## src/rtl/spi_bridge_pkg.sv

```systemverilog
package spi_bridge_pkg;

  typedef enum logic [1:0] {
    PH_HDR   = 2'd0,
    PH_DUMMY = 2'd1,
    PH_DATA  = 2'd2,
    PH_IDLE  = 2'd3
  } phase_t;

  typedef struct packed {
    logic ok;
    logic wr;
    logic burst;
  } cmd_t;

  function automatic cmd_t decode_op(input logic [7:0] op);
    cmd_t c;
    c = '0;
    unique case (op)
      8'h02: c = '{ok: 1'b1, wr: 1'b0, burst: 1'b0};
      8'h03: c = '{ok: 1'b1, wr: 1'b1, burst: 1'b0};
      8'h04: c = '{ok: 1'b1, wr: 1'b0, burst: 1'b1};
      8'h05: c = '{ok: 1'b1, wr: 1'b1, burst: 1'b1};
      default: c = '0;
    endcase
    return c;
  endfunction

endpackage

```

## src/rtl/spi_bridge_sync.sv

```systemverilog
module spi_bridge_sync #(
  parameter int STAGES = 2
) (
  input  logic clk,
  input  logic rst_n,
  input  logic sclk,
  input  logic cs_n,
  input  logic mosi,
  output logic sclk_rise,
  output logic sclk_fall,
  output logic cs_active,
  output logic mosi_s
);
  // stage bit order: {sclk, cs_n, mosi}
  localparam logic [2:0] IDLE_VAL = 3'b010;

  logic [2:0] stage_q [STAGES];
  logic [2:0] last_s;
  logic       sclk_prev_q;
  logic       sclk_prev_d;

  for (genvar g = 0; g < STAGES; g++) begin : g_stage
    logic [2:0] stage_d;
    if (g == 0) begin : g_first
      assign stage_d = {sclk, cs_n, mosi};
    end else begin : g_next
      assign stage_d = stage_q[g-1];
    end
    always_ff @(posedge clk or negedge rst_n) begin
      if (!rst_n) stage_q[g] <= IDLE_VAL;
      else        stage_q[g] <= stage_d;
    end
  end

  assign last_s      = stage_q[STAGES-1];
  assign sclk_prev_d = last_s[2];
  assign cs_active   = ~last_s[1];
  assign mosi_s      = last_s[0];
  assign sclk_rise   = cs_active &  last_s[2] & ~sclk_prev_q;
  assign sclk_fall   = cs_active & ~last_s[2] &  sclk_prev_q;

  always_ff @(posedge clk or negedge rst_n) begin
    if (!rst_n) sclk_prev_q <= 1'b0;
    else        sclk_prev_q <= sclk_prev_d;
  end

endmodule

```

## src/rtl/spi_bridge_shift.sv

```systemverilog
module spi_bridge_shift (
  input  logic       clk,
  input  logic       rst_n,
  input  logic       cs_active,
  input  logic       sclk_rise,
  input  logic       sclk_fall,
  input  logic       mosi_s,
  input  logic [7:0] tx_byte,
  output logic       byte_valid,
  output logic [7:0] rx_byte,
  output logic       miso
);
  logic [2:0] bit_cnt_q, bit_cnt_d;
  logic [7:0] rx_q, rx_d;
  logic       miso_q, miso_d;

  always_comb begin
    bit_cnt_d  = bit_cnt_q;
    rx_d       = rx_q;
    miso_d     = miso_q;
    byte_valid = 1'b0;
    if (!cs_active) begin
      bit_cnt_d = 3'd0;
      miso_d    = 1'b0;
    end else if (sclk_rise) begin
      rx_d       = {rx_q[6:0], mosi_s};
      bit_cnt_d  = bit_cnt_q + 3'd1;
      byte_valid = (bit_cnt_q == 3'd7);
    end else if (sclk_fall) begin
      miso_d = tx_byte[3'd7 - bit_cnt_q];
    end
  end

  assign rx_byte = {rx_q[6:0], mosi_s};
  assign miso    = miso_q;

  always_ff @(posedge clk or negedge rst_n) begin
    if (!rst_n) begin
      bit_cnt_q <= 3'd0;
      rx_q      <= 8'd0;
      miso_q    <= 1'b0;
    end else begin
      bit_cnt_q <= bit_cnt_d;
      rx_q      <= rx_d;
      miso_q    <= miso_d;
    end
  end


  byte_spacing_chk: assert property (@(posedge clk) disable iff (!rst_n)
    byte_valid |=> !byte_valid);

endmodule

```

## src/rtl/spi_bridge_memseq.sv

```systemverilog
module spi_bridge_memseq #(
  parameter int ADDR_W = 32,
  parameter int DATA_W = 32
) (
  input  logic                clk,
  input  logic                rst_n,
  input  logic                start,
  input  logic                start_we,
  input  logic                start_two,
  input  logic [ADDR_W-1:0]   start_addr,
  input  logic [2*DATA_W-1:0] start_wdata,
  output logic [2*DATA_W-1:0] rd_buf,
  output logic                mem_req,
  output logic                mem_we,
  output logic [ADDR_W-1:0]   mem_addr,
  output logic [DATA_W/8-1:0] mem_be,
  output logic [DATA_W-1:0]   mem_wdata,
  input  logic [DATA_W-1:0]   mem_rdata
);
  localparam int BE_W = DATA_W / 8;

  logic                busy_q, busy_d;
  logic                idx_q, idx_d;
  logic                two_q, two_d;
  logic                we_q, we_d;
  logic [ADDR_W-1:0]   base_q, base_d;
  logic [2*DATA_W-1:0] wdata_q, wdata_d;
  logic                cap_q, cap_d;
  logic                cap_idx_q, cap_idx_d;

  always_comb begin
    busy_d  = busy_q;
    idx_d   = idx_q;
    two_d   = two_q;
    we_d    = we_q;
    base_d  = base_q;
    wdata_d = wdata_q;
    if (start) begin
      busy_d  = 1'b1;
      idx_d   = 1'b0;
      two_d   = start_two;
      we_d    = start_we;
      base_d  = start_addr;
      wdata_d = start_wdata;
    end else if (busy_q) begin
      if (idx_q == two_q) busy_d = 1'b0;
      else                idx_d  = 1'b1;
    end
    cap_d     = busy_q & ~we_q;
    cap_idx_d = idx_q;
  end

  assign mem_req   = busy_q;
  assign mem_we    = busy_q & we_q;
  assign mem_addr  = base_q + ADDR_W'({idx_q, 2'b00});
  assign mem_wdata = idx_q ? wdata_q[2*DATA_W-1:DATA_W] : wdata_q[DATA_W-1:0];
  assign mem_be    = {BE_W{busy_q & we_q}};

  always_ff @(posedge clk or negedge rst_n) begin
    if (!rst_n) begin
      busy_q    <= 1'b0;
      idx_q     <= 1'b0;
      two_q     <= 1'b0;
      we_q      <= 1'b0;
      base_q    <= '0;
      wdata_q   <= '0;
      cap_q     <= 1'b0;
      cap_idx_q <= 1'b0;
    end else begin
      busy_q    <= busy_d;
      idx_q     <= idx_d;
      two_q     <= two_d;
      we_q      <= we_d;
      base_q    <= base_d;
      wdata_q   <= wdata_d;
      cap_q     <= cap_d;
      cap_idx_q <= cap_idx_d;
    end
  end

  for (genvar h = 0; h < 2; h++) begin : g_half
    logic [DATA_W-1:0] half_q;
    logic              half_en;
    assign half_en = cap_q & (cap_idx_q == 1'(h));
    always_ff @(posedge clk or negedge rst_n) begin
      if (!rst_n)       half_q <= '0;
      else if (half_en) half_q <= mem_rdata;
    end
    assign rd_buf[h*DATA_W +: DATA_W] = half_q;
  end


  seq_overlap_chk: assert property (@(posedge clk) disable iff (!rst_n)
    start |-> !busy_q);


  start_align_chk: assert property (@(posedge clk) disable iff (!rst_n)
    start |-> (start_addr[1:0] == 2'b00));

endmodule

```

## src/rtl/spi_bridge_ctrl.sv

```systemverilog
module spi_bridge_ctrl
  import spi_bridge_pkg::*;
#(
  parameter int ADDR_W      = 32,
  parameter int DUMMY_BYTES = 4,
  parameter int MAX_WORDS   = 30
) (
  input  logic               clk,
  input  logic               rst_n,
  input  logic               cs_active,
  input  logic               byte_valid,
  input  logic [7:0]         rx_byte,
  input  logic [63:0]        rd_buf,
  output logic [7:0]         tx_byte,
  output logic               seq_start,
  output logic               seq_we,
  output logic               seq_two,
  output logic [ADDR_W-1:0]  seq_addr,
  output logic [63:0]        seq_wdata
);
  localparam int ADDR_BYTES = ADDR_W / 8;
  localparam int CNT_W      = 4;
  localparam int WORD_W     = $clog2(MAX_WORDS + 1);

  phase_t            phase_q, phase_d;
  logic [CNT_W-1:0]  cnt_q, cnt_d;
  cmd_t              cmd_q, cmd_d, cmd_new;
  logic [ADDR_W-1:0] addr_q, addr_d;
  logic [WORD_W-1:0] word_q, word_d;
  logic [63:0]       active_q, active_d;
  logic [63:0]       wacc_q, wacc_d;
  logic [CNT_W-1:0]  last_idx;
  logic [2:0]        sel;

  assign cmd_new  = decode_op(rx_byte);
  assign last_idx = cmd_q.burst ? CNT_W'(7) : CNT_W'(3);
  assign sel      = 3'(last_idx - cnt_q);
  assign tx_byte  = (phase_q == PH_DATA && !cmd_q.wr) ? active_q[{sel, 3'b000} +: 8] : 8'd0;

  always_comb begin
    phase_d   = phase_q;
    cnt_d     = cnt_q;
    cmd_d     = cmd_q;
    addr_d    = addr_q;
    word_d    = word_q;
    active_d  = active_q;
    wacc_d    = wacc_q;
    seq_start = 1'b0;
    seq_we    = 1'b0;
    seq_two   = 1'b0;
    seq_addr  = addr_q;
    seq_wdata = {wacc_q[55:0], rx_byte};
    if (!cs_active) begin
      phase_d = PH_HDR;
      cnt_d   = '0;
      word_d  = '0;
    end else if (byte_valid) begin
      unique case (phase_q)
        PH_HDR: begin
          cnt_d = cnt_q + CNT_W'(1);
          if (cnt_q == '0) begin
            cmd_d = cmd_new;
            if (!cmd_new.ok) phase_d = PH_IDLE;
          end else begin
            addr_d = {addr_q[ADDR_W-9:0], rx_byte};
            if (cnt_q == CNT_W'(ADDR_BYTES)) begin
              addr_d[1:0] = 2'b00;
              cnt_d       = '0;
              if (cmd_q.wr) begin
                phase_d = PH_DATA;
              end else begin
                phase_d   = PH_DUMMY;
                seq_start = 1'b1;
                seq_two   = cmd_q.burst;
                seq_addr  = addr_d;
              end
            end
          end
        end
        PH_DUMMY: begin
          cnt_d = cnt_q + CNT_W'(1);
          if (cnt_q == CNT_W'(DUMMY_BYTES - 1)) begin
            cnt_d    = '0;
            phase_d  = PH_DATA;
            active_d = rd_buf;
            if (cmd_q.burst && MAX_WORDS > 1) begin
              seq_start = 1'b1;
              seq_two   = 1'b1;
              seq_addr  = addr_q + ADDR_W'(8);
            end
          end
        end
        PH_DATA: begin
          cnt_d  = cnt_q + CNT_W'(1);
          wacc_d = {wacc_q[55:0], rx_byte};
          if (cnt_q == last_idx) begin
            cnt_d    = '0;
            word_d   = word_q + WORD_W'(1);
            addr_d   = addr_q + ADDR_W'(8);
            active_d = rd_buf;
            if (cmd_q.wr) begin
              seq_start = 1'b1;
              seq_we    = 1'b1;
              seq_two   = cmd_q.burst;
              seq_addr  = addr_q;
            end else if (cmd_q.burst && (int'(word_q) + 2 < MAX_WORDS)) begin
              seq_start = 1'b1;
              seq_two   = 1'b1;
              seq_addr  = addr_q + ADDR_W'(16);
            end
            if (!cmd_q.burst || (int'(word_q) + 1 >= MAX_WORDS)) phase_d = PH_IDLE;
          end
        end
        default: ;
      endcase
    end
  end

  always_ff @(posedge clk or negedge rst_n) begin
    if (!rst_n) begin
      phase_q  <= PH_HDR;
      cnt_q    <= '0;
      cmd_q    <= '0;
      addr_q   <= '0;
      word_q   <= '0;
      active_q <= '0;
      wacc_q   <= '0;
    end else begin
      phase_q  <= phase_d;
      cnt_q    <= cnt_d;
      cmd_q    <= cmd_d;
      addr_q   <= addr_d;
      word_q   <= word_d;
      active_q <= active_d;
      wacc_q   <= wacc_d;
    end
  end


  burst_limit_chk: assert property (@(posedge clk) disable iff (!rst_n)
    (phase_q == PH_DATA) |-> (int'(word_q) < MAX_WORDS));


  ignored_quiet_chk: assert property (@(posedge clk) disable iff (!rst_n)
    (phase_q == PH_IDLE && cs_active) |=> !seq_start);

endmodule

```

## src/rtl/spi_mem_bridge.sv

```systemverilog
module spi_mem_bridge #(
  parameter int ADDR_W          = 32,
  parameter int DUMMY_BYTES     = 4,
  parameter int MAX_BURST_BYTES = 240,
  parameter int SYNC_STAGES     = 2
) (
  input  logic              clk,
  input  logic              rst_n,
  input  logic              spi_sclk,
  input  logic              spi_cs_n,
  input  logic              spi_mosi,
  output logic              spi_miso,
  output logic              mem_req,
  output logic              mem_we,
  output logic [ADDR_W-1:0] mem_addr,
  output logic [3:0]        mem_be,
  output logic [31:0]       mem_wdata,
  input  logic [31:0]       mem_rdata
);
  localparam int MAX_WORDS = MAX_BURST_BYTES / 8;

  logic              sclk_rise, sclk_fall, cs_active, mosi_s;
  logic              byte_valid;
  logic [7:0]        rx_byte, tx_byte;
  logic [63:0]       rd_buf, seq_wdata;
  logic              seq_start, seq_we, seq_two;
  logic [ADDR_W-1:0] seq_addr;

  spi_bridge_sync #(.STAGES(SYNC_STAGES)) u_sync (
    .clk       (clk),
    .rst_n     (rst_n),
    .sclk      (spi_sclk),
    .cs_n      (spi_cs_n),
    .mosi      (spi_mosi),
    .sclk_rise (sclk_rise),
    .sclk_fall (sclk_fall),
    .cs_active (cs_active),
    .mosi_s    (mosi_s)
  );

  spi_bridge_shift u_shift (
    .clk        (clk),
    .rst_n      (rst_n),
    .cs_active  (cs_active),
    .sclk_rise  (sclk_rise),
    .sclk_fall  (sclk_fall),
    .mosi_s     (mosi_s),
    .tx_byte    (tx_byte),
    .byte_valid (byte_valid),
    .rx_byte    (rx_byte),
    .miso       (spi_miso)
  );

  spi_bridge_ctrl #(
    .ADDR_W      (ADDR_W),
    .DUMMY_BYTES (DUMMY_BYTES),
    .MAX_WORDS   (MAX_WORDS)
  ) u_ctrl (
    .clk        (clk),
    .rst_n      (rst_n),
    .cs_active  (cs_active),
    .byte_valid (byte_valid),
    .rx_byte    (rx_byte),
    .rd_buf     (rd_buf),
    .tx_byte    (tx_byte),
    .seq_start  (seq_start),
    .seq_we     (seq_we),
    .seq_two    (seq_two),
    .seq_addr   (seq_addr),
    .seq_wdata  (seq_wdata)
  );

  spi_bridge_memseq #(.ADDR_W(ADDR_W), .DATA_W(32)) u_seq (
    .clk         (clk),
    .rst_n       (rst_n),
    .start       (seq_start),
    .start_we    (seq_we),
    .start_two   (seq_two),
    .start_addr  (seq_addr),
    .start_wdata (seq_wdata),
    .rd_buf      (rd_buf),
    .mem_req     (mem_req),
    .mem_we      (mem_we),
    .mem_addr    (mem_addr),
    .mem_be      (mem_be),
    .mem_wdata   (mem_wdata),
    .mem_rdata   (mem_rdata)
  );


  miso_quiet_chk: assert property (@(posedge clk) disable iff (!rst_n)
    !cs_active |=> !spi_miso);

endmodule

```

## config.mk

```make
export PLATFORM = sky130hd
export DESIGN_NAME = spi_mem_bridge
export DESIGN_NICKNAME = d
export VERILOG_FILES = /design/src/rtl/spi_bridge_pkg.sv /design/src/rtl/spi_bridge_sync.sv /design/src/rtl/spi_bridge_shift.sv /design/src/rtl/spi_bridge_memseq.sv /design/src/rtl/spi_bridge_ctrl.sv /design/src/rtl/spi_mem_bridge.sv
export SDC_FILE = /design/constraint.sdc
export NUM_CORES = 1
export LEC_CHECK = 0
export ABC_CLOCK_PERIOD_IN_PS = 3300
export BUFFER_PORTS_ARGS = -buffer_cell sky130_fd_sc_hd__buf_2
export CAP_MARGIN = 0
export CORE_ASPECT_RATIO = 1.4
export CORE_UTILIZATION = 61
export DETAILED_ROUTE_END_ITERATION = 10
export PLACE_DENSITY = 0.83
export SETUP_SLACK_MARGIN = 0.3
export SLEW_MARGIN = 0
export SYNTH_ARGS = -nofsm -noshare
export SYNTH_HDL_FRONTEND = slang
export SYNTH_SLANG_ARGS = --single-unit
```

## constraint.sdc

```tcl
create_clock -name clk -period 3.3 [get_ports clk]
set_clock_uncertainty 0.15 [all_clocks]
set_input_delay 0 -clock clk [delete_from_list [all_inputs] [get_ports clk]]
set_output_delay 0 -clock clk [all_outputs]
set_load 0.05 [all_outputs]
```

==> results.tsv <==
stage	metric	value	unit
synth	syn_avg_cell_area	10.7	µm²
critical_path	critPathArrivalTime	3.09	ns
critical_path	setup.worst_path.start	u_shift.bit_cnt_q[1]	
timing	finalCriticalPeriod	2.85	ns
route	first_pass_iters	7	
route	drt_iter0_markers	1104	
cells_and_area	fin_area	0.0199	mm²
critical_path	r2r_end	u_seq.base_q[23]	
floorplanning	die_x	145	µm
cells_and_area	fillers	1991	
clocking	clkTransAtPathRegs	0.07	ns
pwr	vdd.ir_drop.worst	0.572	mV
critical_path	reg2reg_depth	8	
cells_and_area	drive_above_1_share	24.4	%
timing	slew_viol_final	0	
critical_path	path_class	reg2reg	
place	post-dp-hpwl	29000	µm
cells_and_area	nets	1784	
worst_hold_path	hold_depth	3	
place	placed_cell_area	0.0183	mm²
clocking	cts_made_buffers	34	
synth	ys_seq_area_share	49.8	%
timing	setup_viol	0	
synth	synth-edff-count	0	
synth	synth_nets	1688	
timing	slew_headroom	49.9	%
floorplanning	io_pins	108	
timing	fmax	0.351	GHz
worst_hold_path	hp-class	in2reg	
route	num_vias	13305	
critical_path	r2r_start	u_shift.bit_cnt_q[1]	
floorplanning	die_area	0.0294	mm²
floorplanning	rows	73	
pwr	finalPower	8670	µW
place	place_congestion	0.940	
route	drc	0	
floorplanning	die_h	203	µm
grt	grt.total_usage	32.7	%
cells_and_area	final_cell_mix	347 x dfrtp_1, 299 x nand2_1, 167 x mux2_2	
floorplanning	coreArea	0.0283	mm²
grt	grt_pass1_vias	13758	
clocking	post_cts_buffers	0	
timing	finalCritPeriodShare	86.3	%
synth	synthFlopType	dfrtp_1	
cells_and_area	n_antenna_cell	0	
pwr	powerDensity	437	mW/mm²
route	postRouteWirelength	46900	µm
route	wl_per_cell	22.0	µm
clocking	cts_tree	built	
place	io_buffers	107	
cells_and_area	mostFrequentLayoutCell	dfrtp_1	
grt	grt_max_degree	113	
synth	yosys_warnings	0	
clocking	clockBufferDepth	3	
critical_path	ff2ff_setup_slack	0.45	ns
status	outcome	completed	
synth	ys_types	82	
job	max-cap-violations	0	
synth	async_flop_share	100	%
timing	finalHoldViolations	0	
grt	grt_antenna_before_repair	0	
critical_path	worstPathRequired	3.54	ns
timing	rsz0062_at_grt	no	
clocking	worstSkewPairLatency	0.54	ns
clocking	cts.htree.levels	2	
worst_hold_path	hold_end	u_seq.g_half[0].half_q[22]	
critical_path	worstSetupStartpointType	flop	
synth	syn_inst	1635	
critical_path	crit_fanout	9	
clocking	clock-sinks	349	
route	ant_nets	0	
timing	worst_pin_slew	0.750	ns
timing	fin_setup_tns	0	ns
worst_hold_path	worstHoldStart	mem_rdata[22]	
critical_path	end_kind	flop	
clocking	root_buffer	clkbuf_16	
synth	ys_ff_latch	349	
synth	syn_area	0.0175	mm²
pwr	leakagePower	0.00962	µW
cells_and_area	area_growth	13.3	%
grt	grt_overflow_total	0	
cells_and_area	fin_util	70.2	%
grt	grt_pass1_wl	75300	µm
floorplanning	start_util	61.9	%
route	viasPerCell	6.25	
==> logic make-up after synthesis <==
group,count (synthesis),share of synthesized area [%]
and+or+nand+nor,575,16.0
DFF,349,49.8
muxes,251,17.3
AOI/OAI and AO/OA,234,8.67
buffers and inverters,151,4.18
xor gates and xnor gates,59,2.95
adders and majority gates,16,1.14
==> worst max-delay path, cell delays in order, from the launching register on <==
cell and delay [ns]:
dfrtp_1 0.54, ha_1 0.22, ha_1 0.13, nor4bb_1 0.21, buf_4 0.22, and2b_1 0.33, o41ai_4 0.16, a2111oi_0 0.58
a21oi_1 0.15
==> report_power, final <==
| group | internal (µW) | switching (µW) |
|---|---|---|
| combinational | 140 | 160 |
| sequential | 4360 | 119 |
| clock | 2190 | 1700 |
| total | 6690 | 1980 |
==> timing repair <==
action,4_1_cts,5_1_grt
endpoints found under the hold margin,416,0
setup endpoints to repair,0,12
gates resized for setup,0,4
hold buffers,41,0
==> metal layers <==
layer / global-route usage, % / wire length [µm] / up-vias
met5: 0 / 0 / -
met4: 16.3 / 2300 / 0
met3: 4.38 / 2670 / 140
met2: 56.1 / 23700 / 568
met1: 41.0 / 18200 / 6631
li1: - / - / 5966
==> final cells by class <==
class                   count  area [µm²]  share of cell area, %
multi-input cells        1135        8100                   40.8
repair buffers            191        1390                   6.98
clock inverters            13         153                  0.768
clock buffers              46         946                   4.76
flip-flops and latches    349        8740                   44.0
inverters                  20        75.1                  0.378
well taps                 375         469                   2.36
==> worst max-delay path by stage <==
stage                       endpoint  slack [ns]  cells past startpoint
finish              u_seq.base_q[23]        0.45                      8
global route        u_seq.base_q[15]        0.30                      9
global placement    u_seq.base_q[23]        0.53                      8
detailed placement  u_seq.base_q[12]        0.46                      9
CTS                     mem_addr[31]        0.38                      7
floorplan            u_seq.base_q[0]        0.71                     11
==> synth_stat cells (19+ instances only) <==
master    count  area share, %
clkbuf_1     46           0.99
nor2_1       80            1.7
a21oi_1      75            2.1
inv_1        19           0.41
xnor2_1      30            1.5
buf_2        53            1.5
nand2_1     300            6.4
nor3_1       25           0.71
mux2_1       61            3.9
dfrtp_1     347             50
a31oi_1      22           0.79
nand3_1      44            1.3
o21ai_0      42            1.2
xor2_1       29            1.4
mux2_2      167             11
==> state kept, by name, summed over array words and instances, names as in the netlist, 4 cells and up <==
name	cells
u_seq.base_q	32
u_ctrl.addr_q	32
u_seq.wdata_q	64
u_ctrl.wacc_q	56
u_seq.g_half.half_q	64
u_ctrl.active_q	64
u_ctrl.cnt_q	4
u_ctrl.word_q	5
u_shift.rx_q	7
==> per-stage QoR <==
step,setup slack (ns),cells,hold WS [ns]
final,0.452,2129,0.0911
after CTS,0.379,2129,0.0742
after detailed placement,0.463,2029,-0.131
after global placement,0.529,2029,-0.138
after floorplan,0.714,1635,-0.446
after global routing,0.305,2129,0.109
Note: power is estimated with default switching activity, not from simulation.
